<file path="src/rtl/stp_ctrl_pkg.sv">
package stp_ctrl_pkg;

    localparam int REQ_W = 3;

    typedef enum logic [1:0] {
        PS_DISABLED   = 2'd0,
        PS_BLOCKING   = 2'd1,
        PS_LEARNING   = 2'd2,
        PS_FORWARDING = 2'd3
    } pstate_e;

    typedef enum logic [1:0] {
        SQ_IDLE  = 2'd0,
        SQ_OFFER = 2'd1,
        SQ_AWAIT = 2'd2
    } seq_e;

    // Host request code to committed state; listening folds into blocking.
    function automatic pstate_e decode_req(input logic [REQ_W-1:0] code);
        pstate_e s;
        case (code)
            3'd0:       s = PS_DISABLED;
            3'd1, 3'd2: s = PS_BLOCKING;
            3'd3:       s = PS_LEARNING;
            default:    s = PS_FORWARDING;
        endcase
        return s;
    endfunction

    // A drop from an active state into a quiet one needs a database flush.
    function automatic logic flush_needed(input pstate_e old_s, input pstate_e new_s);
        return (old_s >= PS_LEARNING) && (new_s <= PS_BLOCKING);
    endfunction

endpackage

</file>
<file path="src/rtl/stp_lowest_pick.sv">
module stp_lowest_pick #(
    parameter int N  = 8,
    localparam int PW = (N > 1) ? $clog2(N) : 1
) (
    input  logic          clk,
    input  logic          rst,
    input  logic [N-1:0]  mask,
    output logic [N-1:0]  grant,
    output logic [PW-1:0] idx,
    output logic          any
);
    logic [N:0] seen;

    assign seen[0] = 1'b0;

    generate
        for (genvar gi = 0; gi < N; gi++) begin : g_chain
            assign grant[gi]    = mask[gi] & ~seen[gi];
            assign seen[gi + 1] = seen[gi] | mask[gi];
        end
    endgenerate

    assign any = seen[N];

    always_comb begin
        idx = '0;
        for (int i = 0; i < N; i++) begin
            if (grant[i]) idx = PW'(i);
        end
    end

    // exactly one grant, and nothing pending below it
    p_lowest_only_r5: assert property (@(posedge clk) disable iff (rst)
        any |-> ($countones(grant) == 1) && (((grant - 1'b1) & mask) == '0));

endmodule

</file>
<file path="src/rtl/stp_req_store.sv">
module stp_req_store
    import stp_ctrl_pkg::*;
#(
    parameter int N  = 8,
    localparam int PW = (N > 1) ? $clog2(N) : 1
) (
    input  logic                 clk,
    input  logic                 rst,
    input  logic                 req_valid,
    input  logic [PW-1:0]        req_port,
    input  logic [REQ_W-1:0]     req_code,
    input  logic [N-1:0]         clr_mask,
    output logic [N-1:0]         pending,
    output pstate_e [N-1:0]      target
);
    logic [N-1:0] set_mask;

    always_comb begin
        set_mask = '0;
        for (int i = 0; i < N; i++) begin
            if (req_valid && (req_port == PW'(i))) set_mask[i] = 1'b1;
        end
    end

    always_ff @(posedge clk) begin
        if (rst) begin
            pending <= '0;
            for (int i = 0; i < N; i++) target[i] <= PS_DISABLED;
        end else begin
            // a fresh request wins over a same-cycle clear
            pending <= (pending & ~clr_mask) | set_mask;
            for (int i = 0; i < N; i++) begin
                if (set_mask[i]) target[i] <= decode_req(req_code);
            end
        end
    end

    // a posted port is pending on the next cycle, even if picked now
    p_req_pending_r10: assert property (@(posedge clk) disable iff (rst)
        req_valid |=> pending[$past(req_port)]);

endmodule

</file>
<file path="src/rtl/stp_state_bank.sv">
module stp_state_bank
    import stp_ctrl_pkg::*;
#(
    parameter int N  = 8,
    localparam int PW = (N > 1) ? $clog2(N) : 1
) (
    input  logic            clk,
    input  logic            rst,
    input  logic            wr_en,
    input  logic [PW-1:0]   wr_port,
    input  pstate_e         wr_val,
    output pstate_e [N-1:0] cur
);
    always_ff @(posedge clk) begin
        if (rst) begin
            for (int i = 0; i < N; i++) cur[i] <= PS_DISABLED;
        end else begin
            for (int i = 0; i < N; i++) begin
                if (wr_en && (wr_port == PW'(i))) cur[i] <= wr_val;
            end
        end
    end

    // the sequencer never writes a value the port already holds
    p_real_change_r7: assert property (@(posedge clk) disable iff (rst)
        wr_en |-> (wr_val != cur[wr_port]));

endmodule

</file>
<file path="src/rtl/stp_drain_seq.sv">
module stp_drain_seq
    import stp_ctrl_pkg::*;
#(
    parameter int N   = 8,
    parameter int IDW = 4,
    localparam int PW = (N > 1) ? $clog2(N) : 1
) (
    input  logic             clk,
    input  logic             rst,
    input  logic [N-1:0]     pending,
    input  pstate_e [N-1:0]  target,
    input  pstate_e [N-1:0]  cur,
    input  logic [N*IDW-1:0] db_ids,
    output logic [N-1:0]     clr_mask,
    output logic             wr_en,
    output logic [PW-1:0]    wr_port,
    output pstate_e          wr_val,
    output logic             flush_valid,
    output logic [IDW-1:0]   flush_id,
    input  logic             flush_ready,
    input  logic             flush_done,
    output logic             in_flush
);
    seq_e          st_q, st_d;
    logic [N-1:0]  grant;
    logic [PW-1:0] pick_idx;
    logic          pick_any;
    pstate_e       pick_new, pick_old;
    logic          start_flush;
    logic [PW-1:0] sel_port_q;
    pstate_e       sel_state_q;
    logic [IDW-1:0] id_q;

    stp_lowest_pick #(.N(N)) u_pick (
        .clk   (clk),
        .rst   (rst),
        .mask  (pending),
        .grant (grant),
        .idx   (pick_idx),
        .any   (pick_any)
    );

    assign pick_new = target[pick_idx];
    assign pick_old = cur[pick_idx];

    always_comb begin
        st_d        = st_q;
        clr_mask    = '0;
        wr_en       = 1'b0;
        wr_port     = '0;
        wr_val      = PS_DISABLED;
        start_flush = 1'b0;
        case (st_q)
            SQ_IDLE: begin
                if (pick_any) begin
                    clr_mask = grant;
                    if (pick_new != pick_old) begin
                        if (flush_needed(pick_old, pick_new)) begin
                            start_flush = 1'b1;
                            st_d        = SQ_OFFER;
                        end else begin
                            wr_en   = 1'b1;
                            wr_port = pick_idx;
                            wr_val  = pick_new;
                        end
                    end
                end
            end
            SQ_OFFER: begin
                if (flush_ready) st_d = SQ_AWAIT;
            end
            SQ_AWAIT: begin
                if (flush_done) begin
                    wr_en   = 1'b1;
                    wr_port = sel_port_q;
                    wr_val  = sel_state_q;
                    st_d    = SQ_IDLE;
                end
            end
            default: st_d = SQ_IDLE;
        endcase
    end

    always_ff @(posedge clk) begin
        if (rst) begin
            st_q        <= SQ_IDLE;
            sel_port_q  <= '0;
            sel_state_q <= PS_DISABLED;
            id_q        <= '0;
        end else begin
            st_q <= st_d;
            if (start_flush) begin
                sel_port_q  <= pick_idx;
                sel_state_q <= pick_new;
                id_q        <= db_ids[int'(pick_idx)*IDW +: IDW];
            end
        end
    end

    assign flush_valid = (st_q == SQ_OFFER);
    assign flush_id    = id_q;
    assign in_flush    = (st_q != SQ_IDLE);

    // an offered flush stays up with a steady identifier until taken
    p_offer_hold_r8: assert property (@(posedge clk) disable iff (rst)
        flush_valid && !flush_ready |=> flush_valid && $stable(flush_id));

    // at most one pending bit is taken per cycle
    p_single_take_r5: assert property (@(posedge clk) disable iff (rst)
        $onehot0(clr_mask));

endmodule

</file>
<file path="src/rtl/stp_ctrl.sv">
module stp_ctrl
    import stp_ctrl_pkg::*;
#(
    parameter int NPORTS = 8,
    parameter int IDW    = 4,
    localparam int PW    = (NPORTS > 1) ? $clog2(NPORTS) : 1
) (
    input  logic                  clk,
    input  logic                  rst,
    input  logic                  req_valid,
    input  logic [PW-1:0]         req_port,
    input  logic [REQ_W-1:0]      req_code,
    input  logic [NPORTS*IDW-1:0] db_id_vec,
    output logic                  flush_valid,
    output logic [IDW-1:0]        flush_id,
    input  logic                  flush_ready,
    input  logic                  flush_done,
    output logic [2*NPORTS-1:0]   state_vec
);
    logic [NPORTS-1:0]    pending;
    logic [NPORTS-1:0]    clr_mask;
    pstate_e [NPORTS-1:0] target;
    pstate_e [NPORTS-1:0] cur;
    logic                 wr_en;
    logic [PW-1:0]        wr_port;
    pstate_e              wr_val;
    logic                 in_flush;

    stp_req_store #(.N(NPORTS)) u_store (
        .clk       (clk),
        .rst       (rst),
        .req_valid (req_valid),
        .req_port  (req_port),
        .req_code  (req_code),
        .clr_mask  (clr_mask),
        .pending   (pending),
        .target    (target)
    );

    stp_drain_seq #(.N(NPORTS), .IDW(IDW)) u_seq (
        .clk         (clk),
        .rst         (rst),
        .pending     (pending),
        .target      (target),
        .cur         (cur),
        .db_ids      (db_id_vec),
        .clr_mask    (clr_mask),
        .wr_en       (wr_en),
        .wr_port     (wr_port),
        .wr_val      (wr_val),
        .flush_valid (flush_valid),
        .flush_id    (flush_id),
        .flush_ready (flush_ready),
        .flush_done  (flush_done),
        .in_flush    (in_flush)
    );

    stp_state_bank #(.N(NPORTS)) u_bank (
        .clk     (clk),
        .rst     (rst),
        .wr_en   (wr_en),
        .wr_port (wr_port),
        .wr_val  (wr_val),
        .cur     (cur)
    );

    generate
        for (genvar gp = 0; gp < NPORTS; gp++) begin : g_out
            assign state_vec[2*gp +: 2] = cur[gp];
        end
    endgenerate

    // no state moves while a flush is outstanding and not yet done
    p_frozen_in_flush_r8: assert property (@(posedge clk) disable iff (rst)
        in_flush && !flush_done |=> $stable(state_vec));

endmodule

</file>
<file path="config.mk">
export PLATFORM = sky130hd
export DESIGN_NAME = stp_ctrl
export DESIGN_NICKNAME = d
export VERILOG_FILES = /design/src/rtl/stp_ctrl_pkg.sv /design/src/rtl/stp_lowest_pick.sv /design/src/rtl/stp_req_store.sv /design/src/rtl/stp_state_bank.sv /design/src/rtl/stp_drain_seq.sv /design/src/rtl/stp_ctrl.sv
export SDC_FILE = /design/constraint.sdc
export NUM_CORES = 1
export LEC_CHECK = 0
export ABC_AREA = 1
export CAP_MARGIN = 25
export CELL_PAD_IN_SITES_DETAIL_PLACEMENT = 0
export CELL_PAD_IN_SITES_GLOBAL_PLACEMENT = 1
export CORE_ASPECT_RATIO = 0.8
export CORE_MARGIN = 1.5
export CORE_UTILIZATION = 35
export DETAILED_ROUTE_END_ITERATION = 8
export PLACE_DENSITY_LB_ADDON = 0.1
export SYNTH_ARGS = -nofsm -noshare
export SYNTH_HDL_FRONTEND = slang
export SYNTH_SLANG_ARGS = --single-unit
</file>
<file path="constraint.sdc">
create_clock -name clk -period 2.7 [get_ports clk]
set_input_delay 0.405 -clock clk [delete_from_list [all_inputs] [get_ports clk]]
set_output_delay 0.405 -clock clk [all_outputs]
set_load 0.05 [all_outputs]
</file>
# Word level (Yosys, flattened, before mapping)
# Cells that the tools add are included.
[word_totals]
reg_bits = 51
in_bits = 43
out_inout_bits = 21
elab_cells = 144
[classes]
order_cmp = 3
eq_ne = 25
shift = 1
muxes = 47
bitwise = 24
n_reduce_logical = 23
[ops]
columns = ["op", "count"]
rows = [
  ["$shiftx A32 B6 Y4", 1],
  ["$mux W3", 10],
  ["$eq A3 B3 Y1 const B", 8],
  ["$mux W2", 11],
  ["$eq A3 B2 Y1 const B", 6],
  ["$logic_and A1 B1 Y1", 17],
  ["$mux W1", 17],
  ["$mux W8", 2],
  ["$bmux W2 S3", 2],
  ["$pmux W2 S3", 2],
  ["$eq A3 B1 Y1 const B", 3],
  ["$logic_not A3 Y1", 3],
  ["$and A8 B8 Y8", 1],
  ["$ne A2 B1 Y1 const B", 4],
  ["$not A8 Y8", 1],
  ["$or A8 B8 Y8", 1],
  ["$and A1 B1 Y1", 7],
  ["$not A1 Y1", 7],
  ["$or A1 B1 Y1", 7],
  ["$pmux W3 S2", 1],
  ["$reduce_and A5 Y1", 1],
  ["$lt A3 B4 Y1 const B", 1],
  ["$pmux W2 S2", 1],
  ["$eq A2 B1 Y1 const B", 1],
  ["8 further kinds", 8],
]

# Depth between registers and ports, before layout
# Gate-level depths: netlist of the first run.
[logic_depth]
ltp_word = 19
mapped_depth = 22
ltp_nobuf = 21

# Modules after synthesis
# From an unflattened synthesis of the first run, not the netlist that was laid out.
[unflattened]
hier_cells = 571
hier_area_um2 = 3363.2
[modules_own_cells]
columns = ["mod", "instances", "cells_per_inst", "area_each_um2", "seq_area_each_um2"]
rows = [
  ["stp_drain_seq", 1, 272, 1443.9, 220.2],
  ["stp_req_store", 1, 159, 1047.3, 480.5],
  ["stp_state_bank", 1, 108, 701.9, 320.3],
  ["stp_lowest_pick", 1, 32, 170.2, 0.0],
]

# Worst setup path before layout of the first run
# Ideal clock, no wire load.
[synth_path]
path_type = "reg-to-reg"
start = "register u_store.pending[3]"
end = "register u_bank.cur[8] (netlist name)"
setup_ns = 0.114
arrival_ns = 2.119
t_required_ns = 2.586
path_slack_ns = 0.467
path_stages_with_launch = 22
n_path_buf = 1
period_less_slack_ns = 2.233
path_cell_list = "dfxtp_1 > nor2_2 > nand2_2 > nor2_4 > nand4_4 > nand2_4 > buf_6 > nand2_1 > nand3_1 > nand3_1 > nand2_1 > nand2_2 > nand2_1 > inv_2 > nand2_4 > nand3_2 > nand2_4 > inv_2 > nand2_1 > nor2_2 > nor2_1 > nor2_1"
[synth_between]
elab_chain_cells = 17
word_cells_on_any_way = 41
classes_between = "order compare (2); eq/ne (2); mux (21); bitwise (14); reduce/logical (2)"
[synth_rtl]
columns = ["element", "line_no", "text"]
rows = [
  ["start, declared", "stp_req_store.sv:13", "output logic [N-1:0] pending,"],
  ["start signal, assigned", "stp_req_store.sv:31", "pending <= (pending & ~clr_mask) | set_mask;"],
  ["$or A1 B1 Y1", "stp_lowest_pick.sv:19", "assign seen[gi + 1] = seen[gi] | mask[gi];"],
  ["$not A1 Y1 / $or A1 B1 Y1 (equally long branches)", "stp_lowest_pick.sv:18, stp_lowest_pick.sv:19", ""],
  ["$and A1 B1 Y1 (tied with other cells)", "stp_lowest_pick.sv:18", "assign grant[gi] = mask[gi] & ~seen[gi];"],
  ["$mux W3 (tied with other cells) (2 in a row)", "stp_lowest_pick.sv:28", "if (grant[i]) idx = PW'(i);"],
  ["$mux W3 / $and A1 B1 Y1 (equally long branches)", "stp_lowest_pick.sv:28, stp_lowest_pick.sv:18", ""],
  ["$mux W3", "stp_lowest_pick.sv:28", ""],
  ["$bmux W2 S3 (on tied branches)", "stp_drain_seq.sv:44, stp_drain_seq.sv:43", ""],
  ["$mux W2 (on tied branches)", "stp_drain_seq.sv:44, stp_drain_seq.sv:43", ""],
  ["$ge A2 B2 Y1 / $le A2 B1 Y1 (equally long branches)", "stp_ctrl_pkg.sv:32", "return (old_s >= PS_LEARNING) && (new_s <= PS_BLOCKING);"],
  ["$logic_and A1 B1 Y1", "stp_ctrl_pkg.sv:32", ""],
  ["$mux W3", "stp_drain_seq.sv:58", "if (flush_needed(pick_old, pick_new)) begin"],
  ["$mux W3", "stp_drain_seq.sv:57", "if (pick_new != pick_old) begin"],
  ["$mux W3", "stp_drain_seq.sv:55", "if (pick_any) begin"],
  ["$pmux W3 S2", "stp_drain_seq.sv:53", "case (st_q)"],
  ["$eq A3 B3 Y1", "stp_state_bank.sv:19", "if (wr_en && (wr_port == PW'(i))) cur[i] <= wr_val;"],
  ["$logic_and A1 B1 Y1", "stp_state_bank.sv:19", ""],
  ["end signal, assigned by index", "stp_state_bank.sv:19", ""],
  ["end, declared", "stp_state_bank.sv:12", "output pstate_e [N-1:0] cur"],
]
# Several ways; a longest one is shown, not always the timed one. The select of a mux whose other input is x is not followed.
# A chain may end at the register's enable or synchronous reset.

# Worst setup path after layout of the first run
[layout_path]
start = "register u_store.pending[3]"
end = "register u_bank.cur[9] (netlist name)"
# The elaborated chain is that of the path after synthesis.

==> results of run 1 <==
[logic make-up after synthesis]
| group | Yosys count | synth area share (%) |
|---|---|---|
| AND/OR/NAND/NOR | 244 | 38.0 |
| AO/OA/AOI/OAI | 97 | 17.2 |
| flip-flops | 51 | 33.5 |
| buffers and inverters | 85 | 11.3 |
[power groups by stage]
stage | sequential [µW] | combinational (µW) | clock, µW
global placement | 853 | 745 | 0
global route | 841 | 839 | 492
floorplan | 934 | 430 | 0
CTS | 835 | 753 | 461
finish | 835 | 753 | 448
detailed placement | 851 | 749 | 0
[flip-flops by register name, summed over array words and instances (netlist names)]
| signal | cells |
|---|---|
| u_bank.cur | 16 |
| u_store.target | 16 |
| u_store.pending | 8 |
| u_seq.flush_id | 4 |
| u_seq.sel_port_q | 3 |
| u_seq.sel_state_q | 2 |
| u_seq.st_q | 2 |
[repair_timing]
item                                   CTS  global route
setup endpoints to repair                0            16
resized for setup                        0             8
endpoints found under the hold margin    0             0
[stage by stage]
stage | std cells | util [%] | power (µW) | setup slack (ps)
global route | 655 | 46.5 | 2170 | 3.72
global placement | 647 | 45.2 | 1600 | 218
finish | 655 | 46.5 | 2040 | 290
CTS | 655 | 46.2 | 2050 | 156
detailed placement | 647 | 45.2 | 1600 | 167
floorplan | 477 | - | 1360 | 467
[critical path, stage by stage (launching register included)]
cell and delay, ps:
dfxtp_1 350, nor2_4 160, nand2_2 110, nor2_4 110, nand4_4 100, nand2_4 190
nand2_1 100, nand3_1 100, nand3_1 80, nand2_1 110, nand2_2 90, nand2_1 90
inv_2 40, nand2_4 80, nand3_2 80, nand2_4 170, inv_2 80, nand2_1 80
nor2_2 50, nor2_1 80, nor2_1 50
[layer usage]
layer	part of all wire [%]	wire length (µm)	global-route usage, %
met5	0	0	0
met1	53	4530	27.7
met3	5.3	447	3.08
met4	0.74	63	3.59
met2	41	3470	29.6
[Yosys cell counts, types with 2 or more instances]
cell,count,area (µm²)
nand2_1,90,338
nor2_1,70,263
inv_1,62,233
dfxtp_1,51,1020
nand3_1,51,255
o21ai_0,46,230
a21oi_1,37,185
clkbuf_1,9,33.8
nand3_2,9,90.1
nand2_4,5,56.3
buf_2,4,20.0
inv_2,4,15.0
nand3b_1,4,30.0
nor2_4,4,45.0
o21bai_1,4,30.0
nand2_2,3,18.8
nand4_1,3,18.8
nor2_2,3,18.8
a31oi_1,2,12.5
buf_6,2,22.5
o221ai_1,2,17.5
o22ai_1,2,12.5
[area by class of cell]
class,instances,area [µm²]
timing repair buffer,75,741
fill,894,4540
tap,112,140
inverter,68,258
clock buffer,6,72.6
sequential,51,1020
multi-input combinational,341,1690
clock inverter,2,12.5
[worst min-delay path by stage]
stage | from | cells past startpoint | endpoint | slack (ps)
5_1_grt | u_store.target[15] | 2 | u_store.target[15] | 480
6_report | u_store.target[15] | 2 | u_store.target[15] | 460
3_3_place_gp | u_store.target[13] | 2 | u_store.target[13] | 440
3_5_place_dp | u_store.target[13] | 2 | u_store.target[13] | 450
2_1_floorplan | u_store.target[11] | 2 | u_store.target[11] | 430
4_1_cts | u_store.target[13] | 2 | u_store.target[13] | 460
==> flow_summary.json, run 1 <==
{
  "syn-cell-area_um2": 3050,
  "status": "completed",
  "synthCells": 477,
  "cts_tree": "done",
  "endpoint": "u_bank.cur[9]",
  "ys_seq_area_share_pct": 33.5,
  "ys_warn_count": 0,
  "whs_ps": 465,
  "hold_viol": 0,
  "cp.arrival_ps": 2620,
  "synth_area_per_cell_um2": 6.40,
  "grt_max_degree": 24,
  "drc_errors": 0,
  "placedInstanceArea_um2": 3840,
  "cts.clk_slew.worst_paths_ps": 100,
  "initial_core_util_pct": 36.0,
  "post-cts-setup-buffer-count": 0,
  "grt_pass1_vias": 2903,
  "rows": 30,
  "cts_buffer_depth": 2,
  "antenna_found_initial": 0,
  "worst_pin_slew_ps": 645,
  "r2r_end": "u_bank.cur[9]",
  "maxSlewHeadroom_pct": 57.0,
  "async_flop_share_pct": 0,
  "pwr-share-clk_pct": 22.0,
  "grt_pass1_wl_um": 14100,
  "min_path_type": "reg2reg",
  "ys_ff_latch": 51,
  "clock.fmax_mhz": 415,
  "ant_nets": 0,
  "p_leak_uw": 0.00166,
  "fp.coreArea_um2": 8480,
  "combPwrFrac_pct": 37.0,
  "finalCritPeriodShare_pct": 89.3,
  "wl_um": 8510,
  "peakVddDrop_uv": 237,
  "layout_common_cells": "nand2_1 (89), nor2_1 (69), clkdlybuf4s50_1 (63)",
  "critPathKind": "reg2reg",
  "wire_per_inst_um": 13.0,
  "firstDrtPassIters": 4,
  "pin_count": 64,
  "post_drt_via_cell_ratio": 4.81,
  "clkLatencyLatePin_ps": 310,
  "drive_gt1_share_pct": 10.1,
  "first_iter_violations": 172,
  "num_vias": 3150,
  "grt_overflow_total": 0,
  "cts-buffers-inserted": 5,
  "critPathLaunchType": "flip-flop",
  "setup_viol": 0,
  "swShare_pct": 38.0,
  "clock_sinks": 51,
  "internal_power_uw": 1260,
  "final_area_um2": 3940,
  "report.final.slew_viol_count": 0,
  "r2r_slack_ps": 290,
  "die_x_um": 107,
  "globalplace.congestion": 0.856,
  "hold_buffers": 0,
  "die_area_um2": 9290,
  "synthesis.nets": 520,
  "numPortBuffers": 63,
  "max_cap_violations": 0,
  "r2r_cells": 20,
  "mostFrequentLayoutCell": "nand2_1",
  "power_density_nw_per_um2": 516,
  "switching_power_uw": 774,
  "end_kind": "flip-flop",
  "cp.required_ps": 2910,
  "nNetsFinal": 585,
  "power_frac_seq_pct": 41.0,
  "grt_use_total_pct": 19.0,
  "grt_setup_unrepaired": "no",
  "antenna_cells": 0,
  "cts_max_level": 2,
  "synth_cell_types": 32,
  "crit_fanout": 17,
  "cp-startpoint": "u_store.pending[3]",
  "ys.flop_type": "dfxtp_1",
  "synth_edf_count": 0,
  "min_period_ps": 2410,
  "worstReg2RegStart": "u_store.pending[3]",
  "finClkSkew_ps": 10.3,
  "area_delta_synth_final_pct": 29.2,
  "dieHeight_um": 86.5,
  "fin_tns_setup_ps": 0,
  "clockRootBuffer": "clkbuf_8",
  "hpwl_um": 6360
}
(Power assumes the default switching activity.)
==> inputs of run 2 (changes only) <==
--- a/config.mk
+++ b/config.mk
@@ -12,6 +12,7 @@
 export CORE_ASPECT_RATIO = 0.8
 export CORE_MARGIN = 1.5
 export CORE_UTILIZATION = 35
+export CTS_CLUSTER_DIAMETER = 120
 export DETAILED_ROUTE_END_ITERATION = 8
 export PLACE_DENSITY_LB_ADDON = 0.1
 export SYNTH_ARGS = -nofsm -noshare
==> results of run 2 <==
Final layout, timing and power as in run 1 (identical DEF).
==> inputs of run 3 (changes only) <==
--- a/config.mk
+++ b/config.mk
@@ -10,7 +10,6 @@
 export CELL_PAD_IN_SITES_DETAIL_PLACEMENT = 0
 export CELL_PAD_IN_SITES_GLOBAL_PLACEMENT = 1
 export CORE_ASPECT_RATIO = 0.8
-export CORE_MARGIN = 1.5
 export CORE_UTILIZATION = 35
 export CTS_CLUSTER_DIAMETER = 120
 export DETAILED_ROUTE_END_ITERATION = 8
==> run 3 against run 2 <==
Compared with the run above: the flow now finishes with violations (design-rule violations); sequential power about the same; non-clock buffer count up 1; clock power rose by 41%; first-iteration DRC count up 2.9%; critical path depth unchanged.
==> flow_summary.json, run 3 (synthesis gave the netlist of run 1 again) <==
{
  "antenna_found_initial": 0,
  "maxSlewHeadroom_pct": 64.7,
  "whs_ps": 463,
  "finClkSkew_ps": 10.2,
  "globalplace.congestion": 0.797,
  "area_delta_synth_final_pct": 31.4,
  "grt_pass1_vias": 2925,
  "cts-buffers-inserted": 5,
  "report.final.slew_viol_count": 0,
  "violations": "design-rule violations",
  "cts_resized": 0,
  "num-fill-cells": 911,
  "status": "finished with violations",
  "die_x_um": 106,
  "met2_usage_pct": 30.0,
  "critPathLaunchType": "flip-flop",
  "nNetsFinal": 586,
  "worstReg2RegStart": "u_store.pending[4]",
  "clockRootBuffer": "clkbuf_8",
  "pin_count": 64,
  "end_kind": "flip-flop",
  "switching_power_uw": 773,
  "worst_pin_slew_ps": 527,
  "gr-usage-met1_pct": 28.6,
  "grt_overflow_total": 0,
  "cp.arrival_ps": 2620,
  "internal_power_uw": 1450,
  "power_density_nw_per_um2": 555,
  "dieHeight_um": 85.5,
  "fin_ws_ps": 284,
  "busiest_layer": "met2",
  "finalCritPeriodShare_pct": 89.5,
  "r2r_end": "u_bank.cur[3]",
  "p_leak_uw": 0.00169,
  "max_cap_violations": 0,
  "worstHoldPathCells": 2,
  "place_ws_ps": 213,
  "power_frac_seq_pct": 37.6,
  "cpLargestDelayFamily": "simple AND/OR/NAND/NOR gates",
  "dpl.cell_count": 648,
  "cts_max_level": 2,
  "die_area_um2": 9100,
  "min_path_type": "reg2reg",
  "hpwl_um": 6370,
  "grt_pass1_wl_um": 14300,
  "slowest_stage": "dfxtp_1",
  "combPwrFrac_pct": 34.0,
  "cts.clk_slew.worst_paths_ps": 100,
  "met3_usage_pct": 3.65,
  "numPortBuffers": 63,
  "cp.required_ps": 2910,
  "hold_viol": 0,
  "path_cells": "inv_1 > nand3_1 > nor2_2 > nor2_4 > buf_12 > nand3_1 > nand3_1 > nand3_1 > nand2_1 > nand2_2 > nand2_1 > inv_2 > nand2_4 > nand3_2 > nand2_4 > inv_4 > nand3_2 > nand2_1 > nand2_1 > nor2_1",
  "pwr-share-clk_pct": 28.4,
  "r2r_cells": 20,
  "swShare_pct": 34.8,
  "drc_errors": 1,
  "post-cts-setup-buffer-count": 0,
  "drive_gt1_share_pct": 10.7,
  "crit_fanout": 16,
  "r2r_slack_ps": 280,
  "wire_per_inst_um": 13.0,
  "hold_buffers": 0,
  "regArea_um2": 1020,
  "peakVddDrop_uv": 259,
  "min_to": "u_store.target[13]",
  "wl_um": 8510,
  "critPathKind": "reg2reg",
  "fp.coreArea_um2": 8480,
  "fin_tns_setup_ps": 0,
  "layout_common_cells": "nand2_1 (88), nor2_1 (69), clkdlybuf4s50_1 (63)",
  "stdcell_count": 656,
  "grt_max_degree": 39,
  "min_period_ps": 2420,
  "initial_core_util_pct": 36.0,
  "path_buf_inv": 4,
  "clock_sinks": 51,
  "multi_input_area_um2": 1710,
  "grt_use_total_pct": 19.7,
  "first_iter_violations": 177,
  "num_vias": 3149,
  "worst_path_largest_cell_delay_ps": 410,
  "rows": 30,
  "setup_viol": 0,
  "power_uw": 2220,
  "antenna_cells": 0,
  "cts_tree": "done",
  "post_drt_via_cell_ratio": 4.80,
  "firstDrtPassIters": 6,
  "reg_top3": "u_bank.cur: 16 flops, u_store.target: 16 flops, u_store.pending: 8 flops",
  "ant_nets": 0,
  "mostFrequentLayoutCell": "nand2_1",
  "hold_start": "u_store.target[13]",
  "cts_buffer_depth": 2,
  "clock.fmax_mhz": 414,
  "clkLatencyLatePin_ps": 310
}
==> run 3: power groups by stage <==
stage / logic [µW] / clock network [µW] / registers, µW
finish: 756 / 631 / 837
CTS: 753 / 658 / 836
global route: 845 / 686 / 843
global placement: 751 / 0 / 853
detailed placement: 750 / 0 / 853
floorplan: 430 / 0 / 934
==> run 3: layout make-up <==
class | count | share of cell area [%]
clock inverters | 3 | 1.69
inverters | 68 | 6.43
well taps | 112 | 3.50
flip-flops and latches | 51 | 25.5
multi-input cells | 341 | 42.6
clock buffers | 5 | 1.72
repair buffers | 76 | 18.6
==> run 3: worst max path at each step <==
stage	startpoint	end	slack (ps)	depth (start not counted)
floorplan	u_store.pending[3]	u_bank.cur[8]	470	21
global placement	u_store.pending[2]	u_bank.cur[2]	210	18
detailed placement	u_store.pending[2]	u_bank.cur[6]	210	18
CTS	u_store.pending[2]	u_bank.cur[13]	170	16
global route	u_store.pending[3]	u_bank.cur[0]	-5	19
finish	u_store.pending[4]	u_bank.cur[3]	280	20
==> run 3: layer usage <==
layer,wire length (µm),part of all wire (%),up-vias
met5,0,0,-
met4,54,0.63,0
met3,488,5.7,4
met2,3560,42,84
met1,4410,52,1384
li1,-,-,1677
==> run 3: stage by stage <==
step	utilization (%)	instance area, µm²
floorplan	-	3050
global placement	45.3	3840
detailed placement	45.3	3840
CTS	46.9	3980
global route	47.3	4010
finish	47.3	4010
==> run 3: tightest hold or removal path, cell delays in order, from the launching register on <==
cell,delay (ps)
dfxtp_1,300
inv_1,60
a21oi_1,60
